$ cat src/rtl/async_tx_pkg.sv
package async_tx_pkg;

  typedef struct packed {
    logic bits8;
    logic par_en;
    logic par_odd;
  } fmt_t;

  typedef struct packed {
    logic irq_msg;
    logic en;
  } ctrl_t;

endpackage

$ cat src/rtl/async_tx_ctrl.sv
module async_tx_ctrl
  import async_tx_pkg::*;
(
  input  logic       clk,
  input  logic       rst_n,
  input  logic       we,
  input  logic [1:0] wdata,
  output ctrl_t      ctrl
);

  always_ff @(posedge clk) begin
    if (!rst_n) begin
      ctrl <= '0;
    end else if (we) begin
      ctrl.en      <= wdata[0];
      ctrl.irq_msg <= wdata[1] & wdata[0];
    end
  end

  a_r3_sel_cleared: assert property (@(posedge clk) disable iff (!rst_n)
    (we && !wdata[0]) |=> (ctrl == '0));

endmodule

$ cat src/rtl/async_tx_hold.sv
module async_tx_hold #(
  parameter int DATA_W = 8
) (
  input  logic              clk,
  input  logic              rst_n,
  input  logic              en,
  input  logic              wr,
  input  logic [DATA_W-1:0] wdata,
  input  logic              take,
  output logic              full,
  output logic [DATA_W-1:0] data
);

  always_ff @(posedge clk) begin
    if (!rst_n || !en) begin
      full <= 1'b0;
      data <= '0;
    end else if (wr) begin
      full <= 1'b1;
      data <= wdata;
    end else if (take) begin
      full <= 1'b0;
    end
  end

  a_r6_hold_keeps: assert property (@(posedge clk) disable iff (!rst_n)
    (en && full && !take) |=> full);

  a_r6_no_overwrite: assert property (@(posedge clk) disable iff (!rst_n)
    (en && full && !take) |=> $stable(data));

endmodule

$ cat src/rtl/async_tx_shift.sv
module async_tx_shift
  import async_tx_pkg::*;
#(
  parameter int DATA_W = 8
) (
  input  logic              clk,
  input  logic              rst_n,
  input  logic              en,
  input  logic              tick,
  input  fmt_t              fmt,
  input  logic              hold_full,
  input  logic [DATA_W-1:0] hold_data,
  output logic              take,
  output logic              busy,
  output logic              txd
);

  localparam int FRAME_W = DATA_W + 4;
  localparam int CNT_W   = $clog2(FRAME_W + 1);

  logic [FRAME_W-1:0] shreg;
  logic [CNT_W-1:0]   cnt;
  logic [FRAME_W-1:0] next_frame;
  logic [CNT_W-1:0]   next_len;
  logic               last_bit;

  function automatic logic [FRAME_W-1:0] pack_frame(
    input logic [DATA_W-1:0] d,
    input fmt_t              f
  );
    logic [FRAME_W-1:0] w;
    logic               p;
    int                 n;
    n    = f.bits8 ? DATA_W : DATA_W - 1;
    w    = '1;
    w[0] = 1'b0;
    p    = f.par_odd;
    for (int i = 0; i < DATA_W; i++) begin
      if (i < n) begin
        w[i+1] = d[i];
        p      = p ^ d[i];
      end
    end
    if (f.par_en) w[n+1] = p;
    return w;
  endfunction

  always_comb begin
    next_frame = pack_frame(hold_data, fmt);
    next_len   = CNT_W'(DATA_W + 2) + CNT_W'(fmt.bits8) + CNT_W'(fmt.par_en);
  end

  assign last_bit = busy && (cnt == CNT_W'(1));
  assign take     = en && tick && hold_full && (!busy || last_bit);

  always_ff @(posedge clk) begin
    if (!rst_n || !en) begin
      busy  <= 1'b0;
      shreg <= '1;
      cnt   <= '0;
    end else if (tick) begin
      if (busy && !last_bit) begin
        shreg <= {1'b1, shreg[FRAME_W-1:1]};
        cnt   <= cnt - CNT_W'(1);
      end else if (hold_full) begin
        busy  <= 1'b1;
        shreg <= next_frame;
        cnt   <= next_len;
      end else begin
        busy  <= 1'b0;
        shreg <= '1;
        cnt   <= '0;
      end
    end
  end

  assign txd = busy ? shreg[0] : 1'b1;

  a_r4_stop_bits_high: assert property (@(posedge clk) disable iff (!rst_n)
    (busy && cnt <= CNT_W'(2)) |-> txd);

  a_r10_gapless_reload: assert property (@(posedge clk) disable iff (!rst_n)
    (en && tick && last_bit && hold_full) |=> (busy && !txd));

  a_r2_disable_stops: assert property (@(posedge clk) disable iff (!rst_n)
    !en |=> !busy);

endmodule

$ cat src/rtl/async_tx_irq.sv
module async_tx_irq (
  input  logic en,
  input  logic msg_mode,
  input  logic hold_full,
  input  logic busy,
  output logic irq
);

  always_comb begin
    irq = 1'b0;
    if (en && !hold_full) irq = msg_mode ? !busy : 1'b1;
  end

endmodule

$ cat src/rtl/async_tx.sv
module async_tx
  import async_tx_pkg::*;
#(
  parameter int DATA_W = 8
) (
  input  logic              clk,
  input  logic              rst_n,
  input  logic              ctrl_we,
  input  logic [1:0]        ctrl_wdata,
  output logic [1:0]        ctrl_q,
  input  logic              fmt_bits8,
  input  logic              fmt_par_en,
  input  logic              fmt_par_odd,
  input  logic              bit_tick,
  input  logic              in_valid,
  output logic              in_ready,
  input  logic [DATA_W-1:0] in_data,
  output logic              txd,
  output logic              txd_oe,
  output logic              tx_irq
);

  ctrl_t             ctrl;
  fmt_t              fmt;
  logic              hold_full;
  logic [DATA_W-1:0] hold_data;
  logic              take;
  logic              busy;
  logic              ser;
  logic              wr;

  assign fmt      = '{bits8: fmt_bits8, par_en: fmt_par_en, par_odd: fmt_par_odd};
  assign in_ready = ctrl.en && !hold_full;
  assign wr       = in_valid && in_ready;

  async_tx_ctrl u_ctrl (
    .clk   (clk),
    .rst_n (rst_n),
    .we    (ctrl_we),
    .wdata (ctrl_wdata),
    .ctrl  (ctrl)
  );

  async_tx_hold #(.DATA_W(DATA_W)) u_hold (
    .clk   (clk),
    .rst_n (rst_n),
    .en    (ctrl.en),
    .wr    (wr),
    .wdata (in_data),
    .take  (take),
    .full  (hold_full),
    .data  (hold_data)
  );

  async_tx_shift #(.DATA_W(DATA_W)) u_shift (
    .clk       (clk),
    .rst_n     (rst_n),
    .en        (ctrl.en),
    .tick      (bit_tick),
    .fmt       (fmt),
    .hold_full (hold_full),
    .hold_data (hold_data),
    .take      (take),
    .busy      (busy),
    .txd       (ser)
  );

  async_tx_irq u_irq (
    .en        (ctrl.en),
    .msg_mode  (ctrl.irq_msg),
    .hold_full (hold_full),
    .busy      (busy),
    .irq       (tx_irq)
  );

  assign ctrl_q = {ctrl.irq_msg, ctrl.en};
  assign txd    = ctrl.en ? ser : 1'b1;
  assign txd_oe = ctrl.en;

  a_r9_write_clears_irq: assert property (@(posedge clk) disable iff (!rst_n)
    wr |=> !tx_irq);

  a_r8_msg_needs_idle: assert property (@(posedge clk) disable iff (!rst_n)
    (tx_irq && ctrl_q[1]) |-> (in_ready && txd));

  a_r2_quiet_when_off: assert property (@(posedge clk) disable iff (!rst_n)
    !ctrl_q[0] |-> (txd && !txd_oe && !tx_irq && !in_ready));

endmodule

$ cat config.mk
export PLATFORM = sky130hd
export DESIGN_NAME = async_tx
export DESIGN_NICKNAME = d
export VERILOG_FILES = /design/src/rtl/async_tx_pkg.sv /design/src/rtl/async_tx_ctrl.sv /design/src/rtl/async_tx_hold.sv /design/src/rtl/async_tx_shift.sv /design/src/rtl/async_tx_irq.sv /design/src/rtl/async_tx.sv
export SDC_FILE = /design/constraint.sdc
export NUM_CORES = 1
export LEC_CHECK = 0
export BUFFER_PORTS_ARGS = -buffer_cell sky130_fd_sc_hd__buf_4
export CORE_ASPECT_RATIO = 2
export CORE_MARGIN = 1.5
export CORE_UTILIZATION = 45
export CTS_CLUSTER_DIAMETER = 60
export DETAILED_ROUTE_END_ITERATION = 8
export PLACE_DENSITY_LB_ADDON = 0.1
export SLEW_MARGIN = 10
export SYNTH_ARGS = -nofsm -noshare
export SYNTH_HDL_FRONTEND = slang
export SYNTH_HIERARCHICAL = 1
export SYNTH_SLANG_ARGS = --single-unit
$ cat constraint.sdc
create_clock -name clk -period 1.59 [get_ports clk]
set_clock_uncertainty 0.2 [all_clocks]
set_input_delay 0.159 -clock clk [delete_from_list [all_inputs] [get_ports clk]]
set_output_delay 0.159 -clock clk [all_outputs]
set_load 0.01 [all_outputs]
==> summary.txt, run 1 <==
CP Capture Type -> register
Worst Setup Slack, final -> -0.144 ns
Final std cells w/o fill -> 229
Slowest-stage cell, CP -> dfxtp_2
Routability cong. -> 0.779
Flops & latches, synth -> 26
IR drop worst, VDD -> 0.000608 V
Crit share post-route -> 109%
CTS Buf Count -> 3
Flop-to-flop setup slack -> -0.14 ns
Dpl cells -> 208
Ant. Diodes -> 0
First-pass GRT wire length -> 5290 um
Worst setup path class -> reg2reg
Largest net degree at the start of global routing -> 18
Slew margin rel. -> 71.6%
Measured slew at the worst slew-check pin -> 0.425 ns
Commonest non-fill, non-tap cell in the layout -> buf_4
Synth Cell Area -> 1300 um^2
Post-route DRC -> 0
Worst r2r dst -> u_shift/shreg[8]
DIE WIDTH -> 41.0 um
Syn Inst Count -> 149
P_leak -> 0.695 nW
F_max -> 577 MHz
RSZ-0062 raised after global routing -> true
Hold worst-path end -> u_shift/shreg[8]
Worst hold slack -> 0.0283 ns
Status -> finished, violations left
Setup TNS -> -1.28 ns
Slowest cell delay on critical path -> 0.33 ns
Hold Crit Start -> fmt_bits8
Total vias in the final route -> 1237
RR Startpoint -> u_shift/cnt[1]
Die Area -> 3230 um^2
Antenna Violating Nets Remaining -> 0
Failing checks -> negative setup slack
Placement-stage cell area -> 1590 um^2
Starting density of the core -> 47.4%
I/O pins -> 24
Syn_nets -> 170
Overflow after GRT -> 0
Drt first pass iters -> 4
Core box area -> 2740 um^2
Cell family with most CP delay -> compound AO/OA/AOI/OAI gates
Die Y -> 78.9 um
CTS tree -> built
Setup Viol. Count Final -> 14
Vias in the first global route -> 1249
Clk sinks -> 26
Yosys cell types -> 35
Worst-skew pair later-pin latency -> 0.27 ns
HP Class -> in2reg
Routed wire length -> 3310 um
Max-cap viol count -> 0
Post-synthesis sequential area ratio -> 40.2%
# rows -> 27
Port-buffer cells -> 23
Commonest non-fill, non-tap cells in the layout -> 37 x buf_4, 23 x dfxtp_1, 16 x o21ai_1
CP Max Fanout -> 4
Overall power -> 0.00119 W
Cell Chain, Critical Path -> inv_2, ha_4, inv_2, o31ai_4, buf_6, buf_6, nand4b_1, o211ai_1, o221ai_1
Clk slew on worst S/H paths -> 0.09 ns
Reg2Reg Depth -> 9
Synth-to-Final Area Change -> 41.4%
Layout cells sized above 1 -> 28.0%
Synth warn -> 6
Crit path arrival time -> 1.67 ns
Wire per inst -> 14.5 um
Hold path cells -> 3
Clock root buffer master -> clkbuf_8
Slew Viols, Final -> 0
Post-route cell area -> 1830 um^2
Min cycle time layout -> 1.73 ns
Vias/cell -> 5.40
Final Hold Fails -> 0
Mean Syn Cell Area -> 8.70 um^2
DRC marker count from the first detailed-route iteration -> 36
Startpoint types -> register
Pwr dens -> 650 nW/um^2
CP bufs+invs -> 4
H-tree levels -> 1
Total Routing Usage GR -> 23.6%
Worst EP required -> 1.53 ns
Nets -> 223
Hpwl dp -> 2390 um
Antenna violations before repair -> 0
Longest Clk Path Bufs -> 2
## layout make-up
type | instances | area, um^2
clock buffer | 3 | 41.3
multi-input combinational | 106 | 722
timing repair buffer | 56 | 473
fill | 237 | 903
inverter | 9 | 33.8
tap | 29 | 36.3
sequential | 26 | 527
## tightest hold or removal path, stage by stage
cell and delay [ns]:
buf_4 0.11, nor4b_2 0.05, o221ai_1 0.14
## flip-flops by register name, indices dropped and copies added (netlist names)
signal,cells
u_shift/shreg,10
u_hold/data,8
u_shift/cnt,4
u_ctrl/ctrl,2
u_hold/full,1
u_shift/busy,1
## cell usage after synthesis
library cell | count | area share [%]
nand3b_1 | 8 | 4.6
nor2_1 | 12 | 3.5
and3_1 | 1 | 0.48
buf_4 | 1 | 0.58
o21ai_1 | 17 | 6.6
xor2_1 | 1 | 0.68
o31ai_4 | 1 | 1.6
o221ai_1 | 1 | 0.68
nor3_1 | 1 | 0.39
a31oi_1 | 4 | 1.9
nand2b_1 | 3 | 1.4
ha_1 | 3 | 2.9
nor4b_2 | 1 | 1.2
o211ai_1 | 1 | 0.58
buf_2 | 2 | 0.77
nand4b_1 | 1 | 0.68
or3_1 | 1 | 0.48
a21oi_1 | 14 | 5.4
xnor2_1 | 7 | 4.7
mux2i_1 | 10 | 7.7
inv_1 | 8 | 2.3
buf_6 | 1 | 0.87
clkbuf_1 | 4 | 1.2
nor2b_1 | 2 | 0.97
clkinv_1 | 1 | 0.29
and2_1 | 1 | 0.48
nand4_1 | 1 | 0.48
nor4_1 | 1 | 0.48
nand3_1 | 2 | 0.77
dfxtp_1 | 26 | 40
nand2_1 | 6 | 1.7
nor3b_1 | 1 | 0.58
and3b_1 | 1 | 0.68
o21ai_0 | 3 | 1.2
a211oi_2 | 1 | 0.97
## routing by layer
| metal | vias to the layer above | wire [um] | track usage [%] |
|---|---|---|---|
| met3 | 7 | 98 | 2.79 |
| met5 | - | 0 | 0 |
| met2 | 31 | 1910 | 46.7 |
| met4 | 0 | 105 | 8.67 |
| li1 | 625 | - | - |
| met1 | 574 | 1200 | 20.5 |
## worst max-delay path by stage
stage                               from          endpoint  depth (start not counted)
after CTS                 u_shift/cnt[1]  u_shift/shreg[8]                          7
final                     u_shift/cnt[1]  u_shift/shreg[8]                          9
after global routing      u_shift/cnt[1]    u_shift/cnt[2]                          9
after global placement    u_shift/cnt[1]  u_shift/shreg[8]                          7
after floorplan           u_shift/cnt[0]  u_shift/shreg[8]                          6
after detailed placement  u_shift/cnt[1]    u_shift/cnt[2]                          8
## cells by family (layout without fill, tap and decap cells)
kind of cell | Yosys count | count (layout) | share of synthesized area, %
adders and majority gates | 3 | 3 | 2.90
DFF | 26 | 26 | 40.2
muxes | 10 | 10 | 7.72
xor gates and xnor gates | 8 | 8 | 5.41
AOI/OAI and AO/OA | 42 | 42 | 18.9
and+or+nand+nor | 43 | 43 | 18.9
buffers and inverters | 17 | 68 | 5.98
## power breakdown
| group | internal [W] | leakage [nW] | switching [W] |
|---|---|---|---|
| clock | 0.000170 | 0.0216 | 0.000200 |
| sequential | 0.000658 | 0.212 | 0.00000624 |
| combinational | 0.0000920 | 0.461 | 0.0000653 |
## what timing repair did
action | 4_1_cts | 5_1_grt
endpoints found under the hold margin | 12 | 1
cloned | 0 | 0
setup buffers | 0 | 3
pin swaps | 0 | 7
resized for setup | 1 | 8
setup endpoints to repair | 12 | 16
hold buffers | 14 | 2
## metrics by stage
step | util [%] | setup slack (ns)
2_1_floorplan | - | -0.00817
3_3_place_gp | 58.1 | -0.000235
3_5_place_dp | 58.1 | -0.0363
4_1_cts | 64.7 | -0.113
5_1_grt | 67.0 | -0.223
6_report | 67.0 | -0.144
Power figures use the tool's default switching activity.
==> inputs of run 2 (changes only) <==
- ABC_CLOCK_PERIOD_IN_PS: default -> 1590
- BUFFER_PORTS_ARGS: -buffer_cell sky130_fd_sc_hd__buf_4 -> default
- DONT_BUFFER_PORTS: default -> 1
==> run 2 against run 1 <==
Net effect: the flow finishes with violations (negative hold slack, negative setup slack); clock power grew 15%; worst hold slack got worse by 0.26 ns; via count down 3.6%; sequential power barely moved; count of clock-buffer cells in the layout increased by 1; global-route usage is 2.6 points lower; final cell count shrank 7.9%; core utilization decreased by 4.6 points; first-iteration DRC count decreased by 44%; total power increased by 0.55%; critical endpoint is now u_shift/cnt[3]; largest power group unchanged; highest routed layer unchanged.
==> summary.txt, run 2 (same netlist as run 1, synthesis figures left out) <==
IR drop worst, VDD -> 0.000588 V (-3.4%)
F_max -> 604 MHz (+4.7%)
Die Y -> 78.9 um (unchanged)
Measured slew at the worst slew-check pin -> 0.469 ns (+0.0439 ns)
Final Hold Fails -> 7 (+7)
Routability cong. -> 0.726 (-6.9%)
Worst Setup Slack, final -> -0.0666 ns (+0.0773 ns)
Startpoint types -> register
CP Max Fanout -> 7 (+3)
Nets -> 204 (-8.5%)
HP Class -> in2reg
Synth-to-Final Area Change -> 31.7%
Die Area -> 3230 um^2 (unchanged)
Slew margin rel. -> 68.7% (-2.9 points)
Slew Viols, Final -> 0 (unchanged)
Largest registers -> u_shift/shreg x10, u_hold/data x8, u_shift/cnt x4
Hpwl dp -> 2270 um (-4.8%)
Biggest register -> u_shift/shreg
# rows -> 27 (unchanged)
Final std cells w/o fill -> 211 (-7.9%)
Crit path arrival time -> 1.60 ns (-0.07 ns)
Vias/cell -> 5.65 (+4.6%)
CP Capture Type -> register
Commonest non-fill, non-tap cells in the layout -> 23 x dfxtp_1, 20 x buf_4, 17 x o21ai_1
Post-route cell area -> 1710 um^2 (-6.9%)
Worst setup path class -> reg2reg
Longest Clk Path Bufs -> 2 (unchanged)
CTS Buf Count -> 3 (unchanged)
Failing checks -> negative hold slack, negative setup slack
I/O pins -> 24 (unchanged)
Antenna Violating Nets Remaining -> 0 (unchanged)
CTS tree -> built
Starting density of the core -> 47.4% (unchanged)
Clock root buffer master -> clkbuf_8
Worst EP required -> 1.53 ns (about the same)
Clk sinks -> 26 (unchanged)
Pre-CTS WS -> -0.0567 ns (-0.0205 ns)
DIE WIDTH -> 41.0 um (unchanged)
Largest net degree at the start of global routing -> 18 (unchanged)
Commonest non-fill, non-tap cell in the layout -> dfxtp_1
Drt first pass iters -> 4 (unchanged)
Core box area -> 2740 um^2 (unchanged)
Max FFs per register -> 10 (unchanged)
Total vias in the final route -> 1192 (-3.6%)
Setup Viol. Count Final -> 3 (-11)
Pwr dens -> 702 nW/um^2 (+8.0%)
Crit share post-route -> 104% (-4.9 points)
Ant. Diodes -> 0 (unchanged)
P_leak -> 0.608 nW (-13%)
Wire per inst -> 14.8 um (+2.5%)
Clk slew on worst S/H paths -> 0.09 ns (about the same)
RSZ-0062 raised after global routing -> true
Max-cap viol count -> 0 (unchanged)
Dpl cells -> 190 (-8.7%)
H-tree levels -> 1 (unchanged)
Worst hold slack -> -0.235 ns (-0.263 ns)
Placement-stage cell area -> 1450 um^2 (-8.5%)
Layout cells sized above 1 -> 23.6% (-4.4 points)
Status -> finished, violations left
Antenna violations before repair -> 0 (unchanged)
First-pass GRT wire length -> 4730 um (-10%)
Vias in the first global route -> 1147 (-8.2%)
Port-buffer cells -> 0 (-100%)
Overflow after GRT -> 0 (unchanged)
DRC marker count from the first detailed-route iteration -> 20 (-44%)
Cts hold-fix bufs -> 12 (-2)
# fillers -> 253 (+6.8%)
Worst-skew pair later-pin latency -> 0.27 ns (about the same)
Routed wire length -> 3130 um (-5.6%)
Total Routing Usage GR -> 21.1% (-2.6 points)
Min cycle time layout -> 1.66 ns (-0.0773 ns)
Post-route DRC -> 0 (unchanged)
-- run 2: cell types whose count changed in the layout (fill, tap and decap cells not counted), sizes merged --
| cell | change |
|---|---|
| buf | -16 |
| clkbuf | +1 |
| dlygate4sd3 | -3 |
-- run 2: path summary, 6_finish.rpt --
path / start / end / slack (ns) / cells past startpoint
setup reg to reg: u_shift/cnt[1] / u_shift/cnt[3] / -0.07 / 9
setup / recovery: u_shift/cnt[1] / u_shift/cnt[3] / -0.07 / 9
hold / removal: bit_tick / u_shift/cnt[0] / -0.23 / 1
hold reg to reg: u_shift/shreg[3] / u_shift/shreg[3] / 0.29 / 2
-- run 2: worst max-delay path: stages (launching register included) --
cell     delay, ns
dfxtp_2       0.33
inv_2         0.06
ha_4          0.12
inv_2         0.04
o31ai_4       0.17
buf_6         0.16
buf_6         0.13
nor4_2        0.05
a31oi_1       0.18
a31oi_1       0.10
-- run 2: layout make-up --
type                    count  area [um^2]  share of cell area, %
clock buffers               4         55.1                   3.23
inverters                   9         33.8                   1.98
multi-input cells         106          734                   43.0
flip-flops and latches     26          527                   30.9
well taps                  29         36.3                   2.13
repair buffers             37          320                   18.8
-- run 2: layer usage --
layer | part of all wire [%] | global-route usage (%) | up-vias
met2 | 59 | 40.8 | 25
met1 | 36 | 18.7 | 575
li1 | - | - | 585
met4 | 2.0 | 8.33 | 0
met5 | 0 | 0 | -
met3 | 3.2 | 2.79 | 7
-- run 2: power by group --
group	internal (W)	leakage [nW]	total [W]	switching [W]
sequential	0.000658	0.212	0.000665	0.00000755
clock	0.000221	0.0288	0.000426	0.000204
combinational	0.0000566	0.367	0.000106	0.0000496
-- run 2: stage by stage --
| stage | power, W | utilization [%] | setup TNS [ns] |
|---|---|---|---|
| 2_1_floorplan | 0.000743 | - | -0.00817 |
| 3_3_place_gp | 0.000758 | 53.1 | -0.0404 |
| 3_5_place_dp | 0.000759 | 53.1 | -0.326 |
| 4_1_cts | 0.00121 | 60.1 | -0.495 |
| 5_1_grt | 0.00124 | 62.4 | -0.854 |
| 6_report | 0.00120 | 62.4 | -0.162 |
-- run 2: repair_timing --
item / 4_1_cts / 5_1_grt
resized for setup: 0 / 11
endpoints found under the setup margin: 12 / 16
endpoints found under the hold margin: 16 / 7
gates cloned: 0 / 1
buffers inserted: 2 / 2
pin swaps: 0 / 3
==> inputs of run 3 (changes only) <==
--- a/constraint.sdc
+++ b/constraint.sdc
@@ -3,3 +3,3 @@
 set_input_delay 0.159 -clock clk [delete_from_list [all_inputs] [get_ports clk]]
 set_output_delay 0.159 -clock clk [all_outputs]
-set_load 0.01 [all_outputs]
+set_load 0.1 [all_outputs]
==> run 3 against run 2 <==
Net effect: the run ends with negative setup slack left; flip-flop and latch count unchanged; via count up 2.2%; worst hold slack better by 0.24 ns; clock power down 2%; maximum frequency down 4.2%; sequential share of layout area down 2.2 points; count of clock-buffer cells in the layout unchanged; setup slack worse by 0.073 ns; highest routed layer unchanged.
==> summary.txt, run 3 (same netlist as run 1, synthesis figures left out) <==
Largest net degree at the start of global routing -> 15 (-3)
Utilization after layout -> 67.6% (+5.2 points)
# rows -> 27 (unchanged)
Setup TNS -> -1.10 ns (-0.939 ns)
Slew margin rel. -> 68.1% (-0.54 points)
Ant. Diodes -> 0 (unchanged)
Clk slew on worst S/H paths -> 0.08 ns (about the same)
Post-route DRC -> 0 (unchanged)
Crit share post-route -> 109% (+4.6 points)
Total Routing Usage GR -> 22.7% (+1.6 points)
P_leak -> 0.667 nW (+9.8%)
Hpwl dp -> 2290 um (+0.85%)
Overall power -> 0.00127 W (+6.0%)
Routability cong. -> 0.755 (+4.0%)
Startpoint types -> register
Starting density of the core -> 47.4% (unchanged)
HP Class -> in2reg
Total vias in the final route -> 1218 (+2.2%)
Dpl cells -> 193 (+1.6%)
Worst Setup Slack, final -> -0.140 ns (-0.0732 ns)
Overflow after GRT -> 0 (unchanged)
CTS tree -> built
Biggest register -> u_shift/shreg
Longest Clk Path Bufs -> 2 (unchanged)
Max FFs per register -> 10 (unchanged)
Layout cells sized above 1 -> 26.4% (+2.8 points)
F_max -> 578 MHz (-4.2%)
CP Capture Type -> register
Antenna Violating Nets Remaining -> 0 (unchanged)
DRC marker count from the first detailed-route iteration -> 18 (-10%)
Slew Viols, Final -> 0 (unchanged)
Failing checks -> negative setup slack
First-pass GRT wire length -> 5100 um (+7.7%)
Status -> finished, violations left
Clock root buffer master -> clkbuf_8
Core box area -> 2740 um^2 (unchanged)
I/O pins -> 24 (unchanged)
Pwr dens -> 686 nW/um^2 (-2.2%)
CTS Buf Count -> 3 (unchanged)
Min cycle time layout -> 1.73 ns (+0.0732 ns)
Setup Viol. Count Final -> 13 (+10)
H-tree levels -> 1 (unchanged)
Commonest non-fill, non-tap cells in the layout -> 24 x buf_4, 20 x dfxtp_1, 17 x dlygate4sd3_1, 17 x o21ai_1, 14 x a21oi_1
Vias in the first global route -> 1179 (+2.8%)
Clk sinks -> 26 (unchanged)
RSZ-0062 raised after global routing -> true
Largest registers -> u_shift/shreg x10, u_hold/data x8, u_shift/cnt x4
Worst EP required -> 1.53 ns (about the same)
Antenna violations before repair -> 0 (unchanged)
Port-buffer cells -> 0 (unchanged)
Wire per inst -> 15.0 um (+1.5%)
DIE WIDTH -> 41.0 um (unchanged)
Final Hold Fails -> 0 (-7)
Drt first pass iters -> 4 (unchanged)
IR drop worst, VDD -> 0.000708 V (+21%)
Routed wire length -> 3340 um (+6.7%)
CP Max Fanout -> 5 (-2)
Commonest non-fill, non-tap cell in the layout -> buf_4
Synth-to-Final Area Change -> 42.7%
Nets -> 215 (+5.4%)
Worst-skew pair later-pin latency -> 0.27 ns (about the same)
Worst hold slack -> 0.00372 ns (+0.238 ns)
Die Area -> 3230 um^2 (unchanged)
Die Y -> 78.9 um (unchanged)
Crit path arrival time -> 1.67 ns (+0.07 ns)
Vias/cell -> 5.49 (-2.9%)
Worst setup path class -> reg2reg
Measured slew at the worst slew-check pin -> 0.477 ns (+0.00764 ns)
Max-cap viol count -> 0 (unchanged)
Final std cells w/o fill -> 222 (+5.2%)
[run 3: final cells by class]
cell class,count,area [um^2]
well taps,29,36.3
fillers,230,887
flip-flops and latches,26,531
repair buffers,48,447
inverters,9,36.3
clock buffers,4,55.1
multi-input cells,106,744
[run 3: path summary, 6_finish.rpt]
kind	to	slack (ns)	from	cells past startpoint
worst max-delay path	u_shift/cnt[3]	-0.14	u_shift/cnt[1]	9
worst min-delay path	u_shift/cnt[0]	0.004	fmt_bits8	3
worst max register to register	u_shift/cnt[3]	-0.14	u_shift/cnt[1]	9
worst min register to register	u_shift/shreg[0]	0.29	u_shift/shreg[0]	2
[run 3: timing repair]
item,in CTS,in global routing
setup buffers,4,2
hold endpoints to repair,20,7
cloned,2,0
endpoints found under the setup margin,15,18
hold buffers,15,3
pin swaps,5,1
gates resized for setup,9,4
[run 3: routing by layer]
metal	track usage, %	routed length [um]
met4	9.33	68
met2	41.6	1920
met3	3.63	143
met1	22.3	1200
met5	0	0
[run 3: power breakdown]
group	total [W]	internal (W)	switching, W
sequential	0.000667	0.000658	0.00000889
clock	0.000418	0.000221	0.000197
combinational	0.000184	0.0000771	0.000107
total	0.00127	0.000956	0.000313
[run 3: metrics by stage]
step,area [um^2],setup slack (ns)
finish,1850,-0.140
global route,1850,-0.184
CTS,1800,-0.104
detailed placement,1520,-0.147
global placement,1520,-0.108
floorplan,1340,-0.229
[run 3: worst max-delay path: stages (launching register included)]
cell and delay [ns]:
dfxtp_2 0.33, inv_2 0.07, ha_4 0.13, inv_4 0.03
o31ai_4 0.25, buf_4 0.19, buf_6 0.10, nor4_2 0.03
a31oi_1 0.17, a31oi_1 0.10
